`src/rtl/cmos_pkg.sv`:
```
package cmos_pkg;
    localparam int DATA_W = 8;

    // Control register indices (decoded by neighbouring logic)
    localparam int IDX_CTRL_A = 10;
    localparam int IDX_CTRL_B = 11;
    localparam int IDX_CTRL_C = 12;
    localparam int IDX_CTRL_D = 13;

    // Register B bit positions
    localparam int B_SET  = 7;
    localparam int B_PIE  = 6;
    localparam int B_AIE  = 5;
    localparam int B_UIE  = 4;

    // Register C bit positions
    localparam int C_IRQF = 7;
    localparam int C_PF   = 6;
    localparam int C_AF   = 5;
    localparam int C_UF   = 4;

    localparam logic [DATA_W-1:0] RST_A = 8'h26;
    localparam logic [DATA_W-1:0] RST_B = 8'h02;
    localparam logic [DATA_W-1:0] RST_C = 8'h00;
    localparam logic [DATA_W-1:0] VAL_D = 8'h80;

    typedef struct packed {
        logic              uip;
        logic [6:0]        a_low;
        logic [DATA_W-1:0] b;
        logic [DATA_W-1:0] c;
        logic              load;
    } ctrl_state_t;

    function automatic logic is_time_idx(input int unsigned idx);
        return (idx == 0) || (idx == 2) || (idx == 4) ||
               (idx >= 6 && idx <= 9);
    endfunction
endpackage

```
`src/rtl/cmos_host_if.sv`:
```
module cmos_host_if #(
    parameter int IDX_W = 7
) (
    input  logic             clk,
    input  logic             rst_n,
    input  logic             cs,
    input  logic             addr_sel,
    input  logic             rd_stb,
    input  logic             wr_stb,
    input  logic [7:0]       wdata,
    output logic [IDX_W-1:0] idx,
    output logic             data_wr,
    output logic             data_rd,
    output logic             index_rd
);
    logic [IDX_W-1:0] idx_d, idx_q;
    logic             index_wr;

    always_comb begin
        index_wr = cs && wr_stb && !addr_sel;
        data_wr  = cs && wr_stb && addr_sel;
        data_rd  = cs && rd_stb && addr_sel;
        index_rd = cs && rd_stb && !addr_sel;
        idx_d    = idx_q;
        if (index_wr) idx_d = wdata[IDX_W-1:0];
    end

    always_ff @(posedge clk or negedge rst_n) begin
        if (!rst_n) idx_q <= '0;
        else        idx_q <= idx_d;
    end

    assign idx = idx_q;


    index_latch_chk: assert property (@(posedge clk) disable iff (!rst_n)
        (cs && wr_stb && !addr_sel) |=> (idx == $past(wdata[IDX_W-1:0])));
endmodule

```
`src/rtl/cmos_ctrl_regs.sv`:
```
module cmos_ctrl_regs
    import cmos_pkg::*;
#(
    parameter int IDX_W = 7
) (
    input  logic              clk,
    input  logic              rst_n,
    input  logic [IDX_W-1:0]  idx,
    input  logic              data_wr,
    input  logic              data_rd,
    input  logic [DATA_W-1:0] wdata,
    input  logic              uf_set,
    input  logic              af_set,
    input  logic              pf_set,
    input  logic              uip_set,
    input  logic              uip_clr,
    output logic              ctrl_hit,
    output logic [DATA_W-1:0] ctrl_byte,
    output logic [DATA_W-1:0] reg_a,
    output logic [DATA_W-1:0] reg_b,
    output logic              irq,
    output logic              load_stb
);
    ctrl_state_t d, q;
    logic hit_a, hit_b, hit_c, hit_d, time_hit, raise;

    always_comb begin
        hit_a    = (idx == IDX_W'(IDX_CTRL_A));
        hit_b    = (idx == IDX_W'(IDX_CTRL_B));
        hit_c    = (idx == IDX_W'(IDX_CTRL_C));
        hit_d    = (idx == IDX_W'(IDX_CTRL_D));
        ctrl_hit = hit_a || hit_b || hit_c || hit_d;
        time_hit = is_time_idx(int'(idx));
        raise    = (uf_set && q.b[B_UIE]) || (af_set && q.b[B_AIE]) ||
                   (pf_set && q.b[B_PIE]);

        d      = q;
        d.load = 1'b0;

        // register A: host owns bits 6:0 only
        if (data_wr && hit_a) d.a_low = wdata[6:0];
        if (uip_set && !q.b[B_SET]) d.uip = 1'b1;
        if (uip_clr) d.uip = 1'b0;

        // register B with the SET interlock
        if (data_wr && hit_b) begin
            if (wdata[B_SET]) begin
                d.b   = wdata & ~(8'h01 << B_UIE);
                d.uip = 1'b0;
            end else begin
                d.b = wdata;
                if (q.b[B_SET]) d.load = 1'b1;
            end
        end

        if (data_wr && time_hit && !q.b[B_SET]) d.load = 1'b1;

        // register C: clear on read, new flags win
        if (data_rd && hit_c) d.c = '0;
        if (uf_set) d.c[C_UF] = 1'b1;
        if (af_set) d.c[C_AF] = 1'b1;
        if (pf_set) d.c[C_PF] = 1'b1;
        if (raise)  d.c[C_IRQF] = 1'b1;

        unique case (1'b1)
            hit_a:   ctrl_byte = {q.uip, q.a_low};
            hit_b:   ctrl_byte = q.b;
            hit_c:   ctrl_byte = q.c;
            hit_d:   ctrl_byte = VAL_D;
            default: ctrl_byte = '0;
        endcase
    end

    always_ff @(posedge clk or negedge rst_n) begin
        if (!rst_n) begin
            q.uip   <= RST_A[7];
            q.a_low <= RST_A[6:0];
            q.b     <= RST_B;
            q.c     <= RST_C;
            q.load  <= 1'b0;
        end else begin
            q <= d;
        end
    end

    assign reg_a    = {q.uip, q.a_low};
    assign reg_b    = q.b;
    assign irq      = q.c[C_IRQF];
    assign load_stb = q.load;


    a_ro_bit_chk: assert property (@(posedge clk) disable iff (!rst_n)
        (data_wr && hit_a && !uip_set && !uip_clr) |=> (reg_a[7] == $past(reg_a[7])));

    set_interlock_chk: assert property (@(posedge clk) disable iff (!rst_n)
        (data_wr && hit_b && wdata[B_SET]) |=> (!reg_b[B_UIE] && !reg_a[7]));

    c_clear_chk: assert property (@(posedge clk) disable iff (!rst_n)
        (data_rd && hit_c && !uf_set && !af_set && !pf_set) |=> (ctrl_byte == 8'h00 || !hit_c) && !irq);

    flag_survive_chk: assert property (@(posedge clk) disable iff (!rst_n)
        (data_rd && hit_c && uf_set) |=> $past(uf_set) && (ctrl_byte[C_UF] || !hit_c));

    time_load_chk: assert property (@(posedge clk) disable iff (!rst_n)
        (data_wr && time_hit && !reg_b[B_SET]) |=> load_stb);

    uip_block_chk: assert property (@(posedge clk) disable iff (!rst_n)
        (reg_b[B_SET] && !reg_a[7]) |=> !reg_a[7]);
endmodule

```
`src/rtl/cmos_byte_store.sv`:
```
module cmos_byte_store
    import cmos_pkg::*;
#(
    parameter int IDX_W = 7
) (
    input  logic              clk,
    input  logic              rst_n,
    input  logic [IDX_W-1:0]  idx,
    input  logic              we,
    input  logic [DATA_W-1:0] wdata,
    output logic [DATA_W-1:0] rd_byte
);
    localparam int NUM_BYTES = 1 << IDX_W;

    logic [DATA_W-1:0] mem_d [NUM_BYTES];
    logic [DATA_W-1:0] mem_q [NUM_BYTES];

    always_comb begin
        for (int i = 0; i < NUM_BYTES; i++) mem_d[i] = mem_q[i];
        if (we) mem_d[idx] = wdata;
    end

    always_ff @(posedge clk or negedge rst_n) begin
        if (!rst_n) begin
            for (int i = 0; i < NUM_BYTES; i++) mem_q[i] <= '0;
        end else begin
            for (int i = 0; i < NUM_BYTES; i++) mem_q[i] <= mem_d[i];
        end
    end

    assign rd_byte = mem_q[idx];


    store_write_chk: assert property (@(posedge clk) disable iff (!rst_n)
        we |=> (rd_byte == $past(wdata)));
endmodule

```
`src/rtl/cmos_regfile.sv`:
```
module cmos_regfile
    import cmos_pkg::*;
#(
    parameter int IDX_W = 7
) (
    input  logic       clk,
    input  logic       rst_n,
    input  logic       cs,
    input  logic       addr_sel,
    input  logic       rd_stb,
    input  logic       wr_stb,
    input  logic [7:0] wdata,
    input  logic       uf_set,
    input  logic       af_set,
    input  logic       pf_set,
    input  logic       uip_set,
    input  logic       uip_clr,
    output logic [7:0] rdata,
    output logic [3:0] rate_sel,
    output logic [2:0] div_ctl,
    output logic       set_mode,
    output logic       per_ie,
    output logic       alm_ie,
    output logic       upd_ie,
    output logic       sqw_en,
    output logic       bin_mode,
    output logic       hr24,
    output logic       dst_en,
    output logic       irq,
    output logic       load_stb
);
    logic [IDX_W-1:0]  idx;
    logic              data_wr, data_rd, index_rd, ctrl_hit;
    logic [DATA_W-1:0] ctrl_byte, store_byte, reg_a, reg_b;

    cmos_host_if #(.IDX_W(IDX_W)) host_i (
        .clk(clk), .rst_n(rst_n), .cs(cs), .addr_sel(addr_sel),
        .rd_stb(rd_stb), .wr_stb(wr_stb), .wdata(wdata), .idx(idx),
        .data_wr(data_wr), .data_rd(data_rd), .index_rd(index_rd)
    );

    cmos_ctrl_regs #(.IDX_W(IDX_W)) ctrl_i (
        .clk(clk), .rst_n(rst_n), .idx(idx), .data_wr(data_wr),
        .data_rd(data_rd), .wdata(wdata), .uf_set(uf_set), .af_set(af_set),
        .pf_set(pf_set), .uip_set(uip_set), .uip_clr(uip_clr),
        .ctrl_hit(ctrl_hit), .ctrl_byte(ctrl_byte), .reg_a(reg_a),
        .reg_b(reg_b), .irq(irq), .load_stb(load_stb)
    );

    cmos_byte_store #(.IDX_W(IDX_W)) store_i (
        .clk(clk), .rst_n(rst_n), .idx(idx), .we(data_wr && !ctrl_hit),
        .wdata(wdata), .rd_byte(store_byte)
    );

    always_comb begin
        if (index_rd)     rdata = 8'hFF;
        else if (data_rd) rdata = ctrl_hit ? ctrl_byte : store_byte;
        else              rdata = 8'h00;
    end

    assign rate_sel = reg_a[3:0];
    assign div_ctl  = reg_a[6:4];
    assign {set_mode, per_ie, alm_ie, upd_ie, sqw_en, bin_mode, hr24, dst_en} = reg_b;


    even_read_chk: assert property (@(posedge clk) disable iff (!rst_n)
        (cs && rd_stb && !addr_sel) |-> (rdata == 8'hFF));

    irq_pulse_chk: assert property (@(posedge clk) disable iff (!rst_n)
        (uf_set && upd_ie) |=> irq);
endmodule

```
`config.mk`:
```
export PLATFORM = sky130hd
export DESIGN_NAME = cmos_regfile
export DESIGN_NICKNAME = d
export VERILOG_FILES = /design/src/rtl/cmos_pkg.sv /design/src/rtl/cmos_host_if.sv /design/src/rtl/cmos_ctrl_regs.sv /design/src/rtl/cmos_byte_store.sv /design/src/rtl/cmos_regfile.sv
export SDC_FILE = /design/constraint.sdc
export NUM_CORES = 1
export LEC_CHECK = 0
export BUFFER_PORTS_ARGS = -buffer_cell sky130_fd_sc_hd__buf_2
export CAP_MARGIN = 20
export CORE_MARGIN = 5
export CORE_UTILIZATION = 25
export DETAILED_ROUTE_END_ITERATION = 6
export PLACE_DENSITY = 0.46
export SYNTH_ARGS = -nofsm -noshare
export SYNTH_HDL_FRONTEND = slang
export SYNTH_SLANG_ARGS = --single-unit
```
`constraint.sdc`:
```
create_clock -name clk -period 3.8 [get_ports clk]
set_input_delay 0.19 -clock clk [delete_from_list [all_inputs] [get_ports clk]]
set_output_delay 0.19 -clock clk [all_outputs]
set_load 0.01 [all_outputs]
```
==> summary.md <==
Hold violation count in the final report: 0. The path class of the tightest hold or removal check is input pin to async pin. The tools report the kind of end point of the critical path as an output port. The die width was 448 um.

Measured along the y axis, the die boundary spans 448 um. On the worst path, the slowest cell contributes a delay of 0.55 ns. The fraction of final layout cells with drive strength greater than 1 works out to 0.526. In the layout the commonest cells are 1043 x sky130_fd_sc_hd__dfrtp_1, 957 x sky130_fd_sc_hd__mux2_2, 201 x sky130_fd_sc_hd__buf_4.

The share of synthesized registers carrying an async set or reset came out at 1.00. For this design the ratio of total power to cell area is 514 nW/um^2. For the required time of the critical path, the log shows 3.61 ns. The area of all placed cells without fillers was 58400 um^2; the highest achievable clock rate was 0.262 GHz. The clock drives 1052 sinks.

Yosys mapped a number of flops with a built-in enable equal to 0. The ratio of final minimum period to clock period is 1.01. The critical path contains buffers and inverters numbering 4 combined. Counting stages on the worst path, the most repeated cell is sky130_fd_sc_hd__a2111oi_4. The first global-routing pass estimated 232 mm of wire.

Largest area contributor in the synthesized netlist: sky130_fd_sc_hd__dfrtp_1. The initial standard-cell utilization of the core is 0.252. The compound-gate portion of the synthesized area was 0.0428.

The tools report the leakage power summed over all cells as 27.0 nW. The routed layout has 29300 vias. The remaining routing DRC violations was 0.

Share of synthesized cell area in and, or, nand and nor gates: 0.0325. The cell count after placement is 5766. The dominant synthesized flop cell is sky130_fd_sc_hd__dfrtp_1. The setup slack of the critical path after layout is -0.0236 ns. The final core area utilization is 0.306, and the adder-cell area share of the yosys netlist is 0. Number of port buffers: 43. The logs give 201000 um^2 for the floorplan die area and 48000 um^2 for the post-synthesis cell area.

For the count of non-filler cells in the finished layout, the log shows 6068. The number of detailed-routing iterations run before antenna repair was 7. The tightest slew margin relative to the limit is 0.304, and the peak supply drop is 0.371 mV. The largest individual stage delay along the critical path comes from the cell sky130_fd_sc_hd__mux4_2.

Entering global routing, the biggest net connects 133 pins. After global routing the overflow that remains totals 0. The tools report the total wire length as 158 mm. The minimum clock period was 3.82 ns.

The number of antenna violations at the first check in global routing came out at 3. Data arrives at the worst endpoint at 3.63 ns. The number of global-route vias before repair is 31000, and the slew at the pin closest to its max-slew limit is 1.04 ns. Routability-driven placement finished with a final weighted congestion of 0.823. During synthesis, Yosys emitted a total of 0 warnings.

Relative to the synthesized area, the layout overhead comes to 21.5%. The placed instances occupy a cell area of 52100 um^2. The net count of the finished layout is 3478. Clock tree synthesis inserted a total of 116 buffers. For the count of nets left with antenna violations after detail routing, the log shows 0. TritonCTS built the clock tree. The final reports fail on setup timing. For the worst-skew pair, the clock arrives at the later sink with an insertion delay of 0.77 ns.

The tools report the number of core rows as 160. Yosys attributes the largest share of cell area to sky130_fd_sc_hd__dfrtp_1 55%, sky130_fd_sc_hd__mux2_2 23%, sky130_fd_sc_hd__mux4_2 8.2%. After legalization and detailed placement, the total HPWL measured 99.6 mm. For this design the top-level I/O count stands at 44. The number of different library cells used by synthesis comes to 69. When the netlist entered floorplanning its net count stood at 3290. After detailed routing, the average wire length per cell comes to 26.0 um.

The synthesized design contains 1052 register bits. Setup repair after global routing could not meet its margin everywhere. After clock tree synthesis, the clock-pin slew on the worst setup and hold paths is 0.06 ns.

The synthesized netlist cell count is 3271. The clock arrives with 0.0399 ns of skew. The post-synthesis xor/xnor area fraction is 0.000182.

Before CTS, the worst setup slack after placement is -0.217 ns. The tree is rooted in a sky130_fd_sc_hd__clkbuf_16. By area, the combinational part of the netlist is dominated by multiplexers. Commonest non-fill, non-tap cell in the layout: sky130_fd_sc_hd__dfrtp_1. The via density per instance works out to 4.83. The critical path is of the flip-flop to output port type. The run gives 0.548 as the post-synthesis sequential area ratio.

The category of the worst setup path launch point was a flip-flop. For the H-tree level count, the log shows 3. The flow ran to the end, but the final reports show violations. The mux contribution to synthesized area is 0.347. Across the run, the number of max-cap violations was 0. The top cell family by delay on the critical path was compound AO/OA/AOI/OAI gates. The run gives 191000 um^2 as the area of the core. The area share of the leading cell type in the synthesized netlist is 0.546. Setup violations remaining at the end of the flow were counted as 4.

The final number of max-transition violations is 0, and the overall routing resource usage is 0.157. The logs give 1945 for the number of DRC markers in iteration 0 and 0.49 ns for the setup slack on the worst flop-to-flop path. In this run the worst path has a maximum fanout of 6. Traced cell by cell, the critical path runs through buf_12, buf_16, mux4_2, a22o_1, a2111oi_4, a31oi_4, a2111oi_4, buf_4, o22ai_2, buf_2. The average instance area after synthesis was 14.7 um^2; the number of buffers on the longest clock path was 3.
[sequential cells by signal (all words and copies together) (netlist names)]
signal and cells:
store_i.mem_q 1024, ctrl_i.reg_a 8, ctrl_i.reg_b 8, host_i.idx 7
ctrl_i.q 3, ctrl_i.irq 1, ctrl_i.load_stb 1
[worst paths after layout]
path	depth (start not counted)	start	endpoint
max	10	host_i.idx[1]	rdata[6]
min	2	rst_n	store_i.mem_q[202]
max reg2reg	6	host_i.idx[4]	store_i.mem_q[670]
min reg2reg	0	store_i.mem_q[915]	store_i.mem_q[915]
max in group asynchronous	3	rst_n	store_i.mem_q[710]
min in group clk	2	wdata[6]	store_i.mem_q[886]
[synth_stat cells (2+ instances only)]
cell                        count
sky130_fd_sc_hd__dfrtp_1     1048
sky130_fd_sc_hd__mux2_2       964
sky130_fd_sc_hd__clkbuf_1     175
sky130_fd_sc_hd__mux4_2       175
sky130_fd_sc_hd__mux2i_1      173
sky130_fd_sc_hd__nand2_1      156
sky130_fd_sc_hd__o21ai_0       78
sky130_fd_sc_hd__nor2_2        65
sky130_fd_sc_hd__o22ai_1       42
sky130_fd_sc_hd__a21oi_1       36
sky130_fd_sc_hd__buf_4         35
sky130_fd_sc_hd__o221ai_1      30
sky130_fd_sc_hd__buf_2         28
sky130_fd_sc_hd__buf_6         22
sky130_fd_sc_hd__nor2_1        21
sky130_fd_sc_hd__a22oi_1       20
sky130_fd_sc_hd__a221oi_1      15
sky130_fd_sc_hd__nor3_1        15
sky130_fd_sc_hd__a211oi_1      14
sky130_fd_sc_hd__a2111oi_0     12
sky130_fd_sc_hd__a22o_1        12
sky130_fd_sc_hd__nand2_2        9
sky130_fd_sc_hd__nand3_1        9
sky130_fd_sc_hd__a31oi_1        8
sky130_fd_sc_hd__buf_1          8
sky130_fd_sc_hd__and2_1         7
sky130_fd_sc_hd__inv_1          7
sky130_fd_sc_hd__a211o_1        6
sky130_fd_sc_hd__nor2b_1        6
sky130_fd_sc_hd__o211ai_1       6
sky130_fd_sc_hd__and3_1         5
sky130_fd_sc_hd__a221o_1        4
sky130_fd_sc_hd__dfstp_2        4
sky130_fd_sc_hd__mux2_1         4
sky130_fd_sc_hd__mux4_1         4
sky130_fd_sc_hd__nand2b_1       4
sky130_fd_sc_hd__a21o_1         3
sky130_fd_sc_hd__a311oi_1       3
sky130_fd_sc_hd__nand3_2        3
sky130_fd_sc_hd__nand4_1        3
sky130_fd_sc_hd__nand3b_1       2
sky130_fd_sc_hd__nor3_2         2
sky130_fd_sc_hd__or2_2          2
[per-stage QoR]
stage	total power (W)	setup TNS (ns)	hold slack, ns
CTS	0.0302	-0.421	0.0115
floorplan	0.0151	0	-0.106
finish	0.0300	-0.0660	0.0296
global route	0.0311	-0.594	0.0521
detailed placement	0.0173	-0.290	0.210
global placement	0.0172	-0.732	0.217
[worst reg2reg max path, cell delays in order (launching register included)]
cell and delay (ns):
sky130_fd_sc_hd__dfrtp_2 0.50, sky130_fd_sc_hd__inv_1 0.20, sky130_fd_sc_hd__buf_4 0.42, sky130_fd_sc_hd__nand3_1 0.40
sky130_fd_sc_hd__nor2_1 0.58, sky130_fd_sc_hd__nand2_1 0.59, sky130_fd_sc_hd__mux2_2 0.47
[final cells by class]
cell class / instances / area, um^2
Antenna cell: 1 / 2.50
Clock buffer: 176 / 3510
Clock inverter: 39 / 556
Fill cell: 19000 / 132000
Inverter: 8 / 33.8
Multi-Input combinational cell: 1941 / 21200
Sequential cell: 1052 / 26300
Tap cell: 2511 / 3140
Timing Repair Buffer: 340 / 3550
[logic make-up after synthesis]
family / Yosys count
muxes: 1320
DFF: 1052
and+or+nand+nor: 318
AOI/OAI and AO/OA: 302
buffers and inverters: 278
xor gates and xnor gates: 1
[routing by layer]
layer | track usage | share of wire
met5 | 0 | 0
met4 | 0.0454 | 0.030
met3 | 0.0277 | 0.044
met2 | 0.248 | 0.46
met1 | 0.222 | 0.46
[where the power goes]
part	switching [W]	leakage (nW)	internal [W]
clock	0.00489	2.00	0.00710
sequential	0.000421	14.5	0.0119
combinational	0.00318	10.5	0.00248
[timing repair]
item / 4_1_cts / 5_1_grt
cloned: 9 / 1
hold endpoints to repair: 347 / 0
setup buffers: 58 / 9
pin swaps: 47 / 21
setup endpoints to repair: 8 / 8
hold buffers: 14 / 0
gates resized for setup: 188 / 38
(Power assumes the default switching activity.)
